$ cat src/rtl/uart_rx_pkg.sv
package uart_rx_pkg;

    typedef enum logic [1:0] {
        PAR_EVEN  = 2'b00,
        PAR_ODD   = 2'b01,
        PAR_FORCE = 2'b10,
        PAR_NONE  = 2'b11
    } par_mode_t;

    typedef enum logic [2:0] {
        S_IDLE,
        S_START,
        S_DATA,
        S_PAR,
        S_STOP,
        S_BRK
    } rx_state_t;

    typedef struct packed {
        logic [7:0] data;
        logic       perr;
        logic       ferr;
        logic       brk;
    } rx_char_t;

    // parity bit the line must carry for a given data word
    function automatic logic want_parity(input logic [7:0] d, input par_mode_t m,
                                         input logic f);
        logic r;
        unique case (m)
            PAR_EVEN:  r = ^d;
            PAR_ODD:   r = ~(^d);
            PAR_FORCE: r = f;
            default:   r = 1'b0;
        endcase
        return r;
    endfunction

    // index of the last data bit for a length select (5..8 bits)
    function automatic logic [2:0] last_bit(input logic [1:0] sel);
        return 3'd4 + {1'b0, sel};
    endfunction

endpackage

$ cat src/rtl/uart_rx_sync.sv
module uart_rx_sync #(
    parameter int STAGES = 2
) (
    input  logic clk,
    input  logic rst,
    input  logic din,
    output logic dout
);
    logic [STAGES-1:0] chain;

    always_ff @(posedge clk) begin
        if (rst) chain <= '1;
        else     chain <= {chain[STAGES-2:0], din};
    end

    assign dout = chain[STAGES-1];
endmodule

$ cat src/rtl/uart_rx_deframe.sv
module uart_rx_deframe
    import uart_rx_pkg::*;
#(
    parameter int OSR = 16
) (
    input  logic      clk,
    input  logic      rst,
    input  logic      tick,
    input  logic      rx,
    input  logic [1:0] len_sel,
    input  par_mode_t pmode,
    input  logic      pforce,
    output logic      chr_vld,
    output rx_char_t  chr,
    output logic      brk_on,
    output logic      brk_off
);
    localparam int CW = $clog2(OSR);
    localparam logic [CW-1:0] MID  = CW'(OSR / 2 - 1);
    localparam logic [CW-1:0] LAST = CW'(OSR - 1);

    rx_state_t      state;
    logic [CW-1:0]  cnt;
    logic [2:0]     bidx;
    logic [7:0]     shreg;
    logic           pbit;
    logic           zero_body;

    assign zero_body = (shreg == 8'h00) && ((pmode == PAR_NONE) || !pbit);

    always_ff @(posedge clk) begin
        if (rst) begin
            state   <= S_IDLE;
            cnt     <= '0;
            bidx    <= '0;
            shreg   <= '0;
            pbit    <= 1'b0;
            chr_vld <= 1'b0;
            chr     <= '0;
            brk_on  <= 1'b0;
            brk_off <= 1'b0;
        end else begin
            chr_vld <= 1'b0;
            brk_on  <= 1'b0;
            brk_off <= 1'b0;
            if (tick) begin
                unique case (state)
                    S_IDLE: begin
                        if (!rx) begin
                            state <= S_START;
                            cnt   <= '0;
                        end
                    end
                    S_START: begin
                        if (cnt == MID) begin
                            cnt   <= '0;
                            bidx  <= '0;
                            shreg <= '0;
                            pbit  <= 1'b0;
                            state <= rx ? S_IDLE : S_DATA;
                        end else begin
                            cnt <= cnt + 1'b1;
                        end
                    end
                    S_DATA: begin
                        if (cnt == LAST) begin
                            cnt         <= '0;
                            shreg[bidx] <= rx;
                            if (bidx == last_bit(len_sel))
                                state <= (pmode == PAR_NONE) ? S_STOP : S_PAR;
                            else
                                bidx <= bidx + 1'b1;
                        end else begin
                            cnt <= cnt + 1'b1;
                        end
                    end
                    S_PAR: begin
                        if (cnt == LAST) begin
                            cnt   <= '0;
                            pbit  <= rx;
                            state <= S_STOP;
                        end else begin
                            cnt <= cnt + 1'b1;
                        end
                    end
                    S_STOP: begin
                        if (cnt == LAST) begin
                            cnt      <= '0;
                            chr_vld  <= 1'b1;
                            chr.data <= shreg;
                            if (!rx && zero_body) begin
                                chr.perr <= 1'b0;
                                chr.ferr <= 1'b0;
                                chr.brk  <= 1'b1;
                                brk_on   <= 1'b1;
                                state    <= S_BRK;
                            end else begin
                                chr.perr <= (pmode != PAR_NONE) &&
                                            (pbit != want_parity(shreg, pmode, pforce));
                                chr.ferr <= !rx;
                                chr.brk  <= 1'b0;
                                state    <= S_IDLE;
                            end
                        end else begin
                            cnt <= cnt + 1'b1;
                        end
                    end
                    S_BRK: begin
                        if (rx) begin
                            brk_off <= 1'b1;
                            state   <= S_IDLE;
                        end
                    end
                    default: state <= S_IDLE;
                endcase
            end
        end
    end
endmodule

$ cat src/rtl/uart_rx_buf.sv
module uart_rx_buf
    import uart_rx_pkg::*;
#(
    parameter int DEPTH = 4
) (
    input  logic     clk,
    input  logic     rst,
    input  logic     push,
    input  rx_char_t push_ent,
    input  logic     pop,
    input  logic     err_clr,
    output rx_char_t head,
    output logic     ready,
    output logic     full,
    output logic     overrun
);
    localparam int HOLD = DEPTH - 1;
    localparam int PW   = (HOLD > 1) ? $clog2(HOLD) : 1;
    localparam int CW   = $clog2(HOLD + 1);

    rx_char_t       mem [HOLD];
    logic [PW-1:0]  wptr, rptr;
    logic [CW-1:0]  count;
    rx_char_t       park, park_n, wr_ent;
    logic           park_vld, park_vld_n;
    logic           wr_en, pop_ok, space, ovr_set;

    function automatic logic [PW-1:0] nxt(input logic [PW-1:0] p);
        return (p == PW'(HOLD - 1)) ? '0 : p + 1'b1;
    endfunction

    assign pop_ok = pop && (count != '0);
    assign space  = (count != CW'(HOLD)) || pop_ok;

    always_comb begin
        wr_en      = 1'b0;
        wr_ent     = push_ent;
        park_n     = park;
        park_vld_n = park_vld;
        ovr_set    = 1'b0;
        if (park_vld) begin
            if (space) begin
                wr_en      = 1'b1;
                wr_ent     = park;
                park_vld_n = push;
                park_n     = push_ent;
            end else if (push) begin
                ovr_set = 1'b1;
            end
        end else if (push) begin
            if (space) begin
                wr_en = 1'b1;
            end else begin
                park_vld_n = 1'b1;
                park_n     = push_ent;
            end
        end
    end

    always_ff @(posedge clk) begin
        if (wr_en) mem[wptr] <= wr_ent;
    end

    always_ff @(posedge clk) begin
        if (rst) begin
            wptr     <= '0;
            rptr     <= '0;
            count    <= '0;
            park     <= '0;
            park_vld <= 1'b0;
            overrun  <= 1'b0;
        end else begin
            if (wr_en)  wptr <= nxt(wptr);
            if (pop_ok) rptr <= nxt(rptr);
            unique case ({wr_en, pop_ok})
                2'b10:   count <= count + CW'(1);
                2'b01:   count <= count - CW'(1);
                default: count <= count;
            endcase
            park     <= park_n;
            park_vld <= park_vld_n;
            overrun  <= ovr_set | (overrun & ~err_clr);
        end
    end

    assign head  = mem[rptr];
    assign ready = (count != '0);
    assign full  = (count == CW'(HOLD)) && park_vld;
endmodule

$ cat src/rtl/uart_rx_quad.sv
module uart_rx_quad
    import uart_rx_pkg::*;
#(
    parameter int OSR        = 16,
    parameter int DEPTH      = 4,
    parameter int SYNC_STAGES = 2
) (
    input  logic       clk,
    input  logic       rst,
    input  logic       tick16,
    input  logic       rxd,
    input  logic [1:0] cfg_len,
    input  logic [1:0] cfg_par,
    input  logic       cfg_force,
    input  logic       pop,
    input  logic       err_clr,
    output logic [7:0] rd_data,
    output logic       rd_ready,
    output logic       rd_full,
    output logic       st_parity,
    output logic       st_framing,
    output logic       st_break,
    output logic       st_overrun,
    output logic       brk_start,
    output logic       brk_end
);
    logic      rx_s;
    logic      chr_vld;
    rx_char_t  chr, head;
    par_mode_t pmode;

    assign pmode = par_mode_t'(cfg_par);

    uart_rx_sync #(.STAGES(SYNC_STAGES)) u_sync (
        .clk (clk),
        .rst (rst),
        .din (rxd),
        .dout(rx_s)
    );

    uart_rx_deframe #(.OSR(OSR)) u_deframe (
        .clk    (clk),
        .rst    (rst),
        .tick   (tick16),
        .rx     (rx_s),
        .len_sel(cfg_len),
        .pmode  (pmode),
        .pforce (cfg_force),
        .chr_vld(chr_vld),
        .chr    (chr),
        .brk_on (brk_start),
        .brk_off(brk_end)
    );

    uart_rx_buf #(.DEPTH(DEPTH)) u_buf (
        .clk     (clk),
        .rst     (rst),
        .push    (chr_vld),
        .push_ent(chr),
        .pop     (pop),
        .err_clr (err_clr),
        .head    (head),
        .ready   (rd_ready),
        .full    (rd_full),
        .overrun (st_overrun)
    );

    assign rd_data    = rd_ready ? head.data : 8'h00;
    assign st_parity  = rd_ready & head.perr;
    assign st_framing = rd_ready & head.ferr;
    assign st_break   = rd_ready & head.brk;
endmodule

$ cat config.mk
export PLATFORM = sky130hd
export DESIGN_NAME = uart_rx_quad
export DESIGN_NICKNAME = d
export VERILOG_FILES = /design/src/rtl/uart_rx_pkg.sv /design/src/rtl/uart_rx_sync.sv /design/src/rtl/uart_rx_deframe.sv /design/src/rtl/uart_rx_buf.sv /design/src/rtl/uart_rx_quad.sv
export SDC_FILE = /design/constraint.sdc
export NUM_CORES = 1
export LEC_CHECK = 0
export CELL_PAD_IN_SITES_DETAIL_PLACEMENT = 1
export CELL_PAD_IN_SITES_GLOBAL_PLACEMENT = 1
export CORE_MARGIN = 2
export CORE_UTILIZATION = 40
export CTS_BUF_LIST = sky130_fd_sc_hd__clkbuf_8
export DETAILED_ROUTE_END_ITERATION = 6
export GPL_TIMING_DRIVEN = 0
export PLACE_DENSITY_LB_ADDON = 0.1
export SYNTH_ARGS = -nofsm -noshare
export SYNTH_HDL_FRONTEND = slang
export SYNTH_SLANG_ARGS = --single-unit
$ cat constraint.sdc
create_clock -name clk -period 1.9 [get_ports clk]
set_input_delay 0.19 -clock clk [delete_from_list [all_inputs] [get_ports clk]]
set_output_delay 0.19 -clock clk [all_outputs]
set_load 0.02 [all_outputs]
==> metrics.md <==
| Metric | Value |
|---|---|
| Status | `finished clean` |
| First-pass GRT wire length | `14,800 um` |
| Ports | `27` |
| Final min period | `1820 ps` |
| Pin count of the biggest net entering global routing | `17` |
| Reg power frac | `0.545` |
| CTS tree | `built` |
| ANT nets after route | `0` |
| Initial Utilization | `0.413` |
| GRT Total Usage | `0.171` |
| Reg2Reg Depth | `7` |
| Synth warn | `0` |
| WL final | `9020 um` |
| Max stage delay on crit path | `600 ps` |
| Clk slew on worst S/H paths | `90 ps` |
| Setup slack after layout | `81.7 ps` |
| Register area | `2120 um^2` |
| Reg2reg setup slack | `90 ps` |
| Mapped Area | `4040 um^2` |
| VDD IR max | `0.357 mV` |
| Antenna violations before repair | `0` |
| Cell Area, Placed | `4470 um^2` |
| PD cells | `758 nW/um^2` |
| WHS Path Cells | `2` |
| # diodes | `0` |
| Slew HR | `0.558` |
| Commonest register cell after synthesis | `dfxtp_1` |
| Clk root buf | `clkbuf_8` |
| P_sw | `0.889 mW` |
| Post-synth EDFFs | `33` |
| Util after Layout | `0.491` |
| Row count | `36` |
| Crit path cell chain | `clkbuf_4 -> and3_1 -> clkdlybuf4s50_1` |
| CORE AREA | `9770 um^2` |
| Syn avg cell area | `10.2 um^2` |
| Measured slew at the worst slew-check pin | `663 ps` |
| CTS max path bufs | `2` |
| Chip Height | `105 um` |
| Clock Skew | `13.1 ps` |
| Slowest cell on the critical path | `clkdlybuf4s50_1` |
| Via-to-Cell Ratio | `5.19` |
| Syn Nets | `414` |
| Design internal power | `2.75 mW` |
| Filler Cell Count | `1,093` |
| Fin area | `4800 um^2` |
| Maximum clock rate | `550 MHz` |
| Final setup fails | `0` |
| Critical Path AT | `1630 ps` |
| Clock tree sinks | `89` |
| IO Port Bufs | `25` |
| Max Slew Vio Count | `0` |
| Clk pwr share | `0.378` |
| Sequential fraction of the synthesis area | `0.523` |
| Clock H-tree levels | `3` |
| Vias in the first global route | `2,980` |
| CTS buffer count | `9` |
| Crit share post-route | `0.957` |
| Logic pwr share | `0.076` |
| Drt pass-1 iters | `4` |
| Routability congestion estimate | `0.797` |
| Largest cells by area after synthesis | `dfxtp_1, edfxtp_1, mux2i_1` |
| Commonest non-fill, non-tap cell in the layout | `nor2_1` |
| Crit Path Category | `reg2out` |
| Multi-input gate area | `1850 um^2` |
| Startpoint types | `flop` |
| Die ar. | `10,900 um^2` |
| Cells after Synth | `396` |
| Clk_lat worst skew | `360 ps` |
| LEAKAGE | `1.71 nW` |
| Die width | `105 um` |
| Grt total ovfl | `0` |
| Sw frac | `0.244` |
| Hold_ws | `292 ps` |
| NumNets Final | `453` |
| Hold Fails Final Rpt | `0` |
| Unique masters post-synth | `57` |
| Worst Setup End Kind | `primary output` |
| Layout cell share with drive strength beyond 1 | `0.184` |
| Post-CTS Hold Buffers | `0` |
| CP max FO | `7` |
| Leading area contributor after synthesis | `dfxtp_1` |
| Worst slack, placed | `-377 ps` |
| Post-Layout Cell Count | `573` |
| Hold Path Class | `in2reg` |
| Dpl cells | `554` |
| Yosys reg bits | `89` |
| Drt wl/cell | `15.7 um` |
| Top cell type's share of synthesized area | `0.277` |
| Max_cap viols | `0` |
| Worst EP required | `1710 ps` |
| Via count | `2,974` |
| Post-detail-place hpwl | `6340 um` |
| Ys async rst share | `0` |
| Fin Setup TNS | `0 ps` |
| # DRC | `0` |
| Total Power | `3.64 mW` |
| Most frequent cells in the layout | `nor2_1, dfxtp_1, a21oi_1` |
| Drt initial violations | `88` |
| Area Overhead vs Synth | `18.9%` |
-- worst max-delay path: cells and delay by family, from the launching register on --
| family | cells | cell delay [ps] |
|---|---|---|
| buf+inv | 2 | 790 |
| flops | 1 | 330 |
| simple gates | 1 | 160 |
-- layer usage --
layer | vias up | track usage | part of all wire
met1 | 1418 | 0.223 | 0.47
met4 | 0 | 0.0666 | 0.011
met5 | - | 0 | 0
met3 | 8 | 0.0232 | 0.031
li1 | 1500 | - | -
met2 | 48 | 0.286 | 0.49
-- flip-flops by register name (all words and copies together) (netlist names), 2 cells and up, named ones only --
signal           count
u_deframe.chr       11
u_deframe.cnt        4
u_buf.count          2
u_deframe.state      3
u_deframe.shreg      8
u_buf.mem           33
u_buf.park          11
u_sync.chain         2
u_deframe.bidx       3
u_buf.wptr           2
u_buf.rptr           2
-- cell type report --
class                   instances  area share
multi-input cells             267       0.385
well taps                     133      0.0346
clock inverters                 6      0.0154
inverters                      16      0.0125
plain buffers                  24      0.0302
repair buffers                 28      0.0516
clock buffers                  10      0.0287
flip-flops and latches         89       0.442
-- final timing paths --
path                       from          endpoint
max              u_buf.count[0]           rd_full
min                         rst  u_deframe.brk_on
max reg2reg  u_deframe.shreg[3]  u_deframe.chr[2]
min reg2reg     u_sync.chain[0]   u_sync.chain[1]
-- cells in the mapped netlist (all sizes together) (7+ instances only) --
| master | n |
|---|---|
| mux2i | 24 |
| a22o | 9 |
| nor3 | 8 |
| clkbuf | 16 |
| inv | 16 |
| dfxtp | 56 |
| o21ai | 22 |
| nand3 | 8 |
| a21oi | 38 |
| nor2 | 57 |
| nand2 | 16 |
| buf | 8 |
| ha | 7 |
| mux2 | 11 |
| edfxtp | 33 |
-- logic make-up after synthesis --
family          count (synthesis)  share of synthesized area
xor+xnor                       10                     0.0297
flops                          89                      0.523
simple gates                  128                      0.163
buf+inv                        40                     0.0421
compound gates                 87                      0.131
mux                            35                     0.0901
fa+ha+maj                       7                     0.0217
-- power groups by stage --
stage / clock (mW) / sequential, mW / combinational [mW]
floorplan: 0 / 2.03 / 0.190
CTS: 1.41 / 1.98 / 0.263
global route: 1.50 / 1.99 / 0.309
finish: 1.38 / 1.99 / 0.278
global placement: 0 / 2.03 / 0.257
detailed placement: 0 / 2.03 / 0.262
-- what timing repair did --
action,in CTS,in global routing
pin swaps,0,4
setup buffers,0,3
endpoints found under the setup margin,44,49
gates resized for setup,32,39
(Power assumes the default switching activity.)
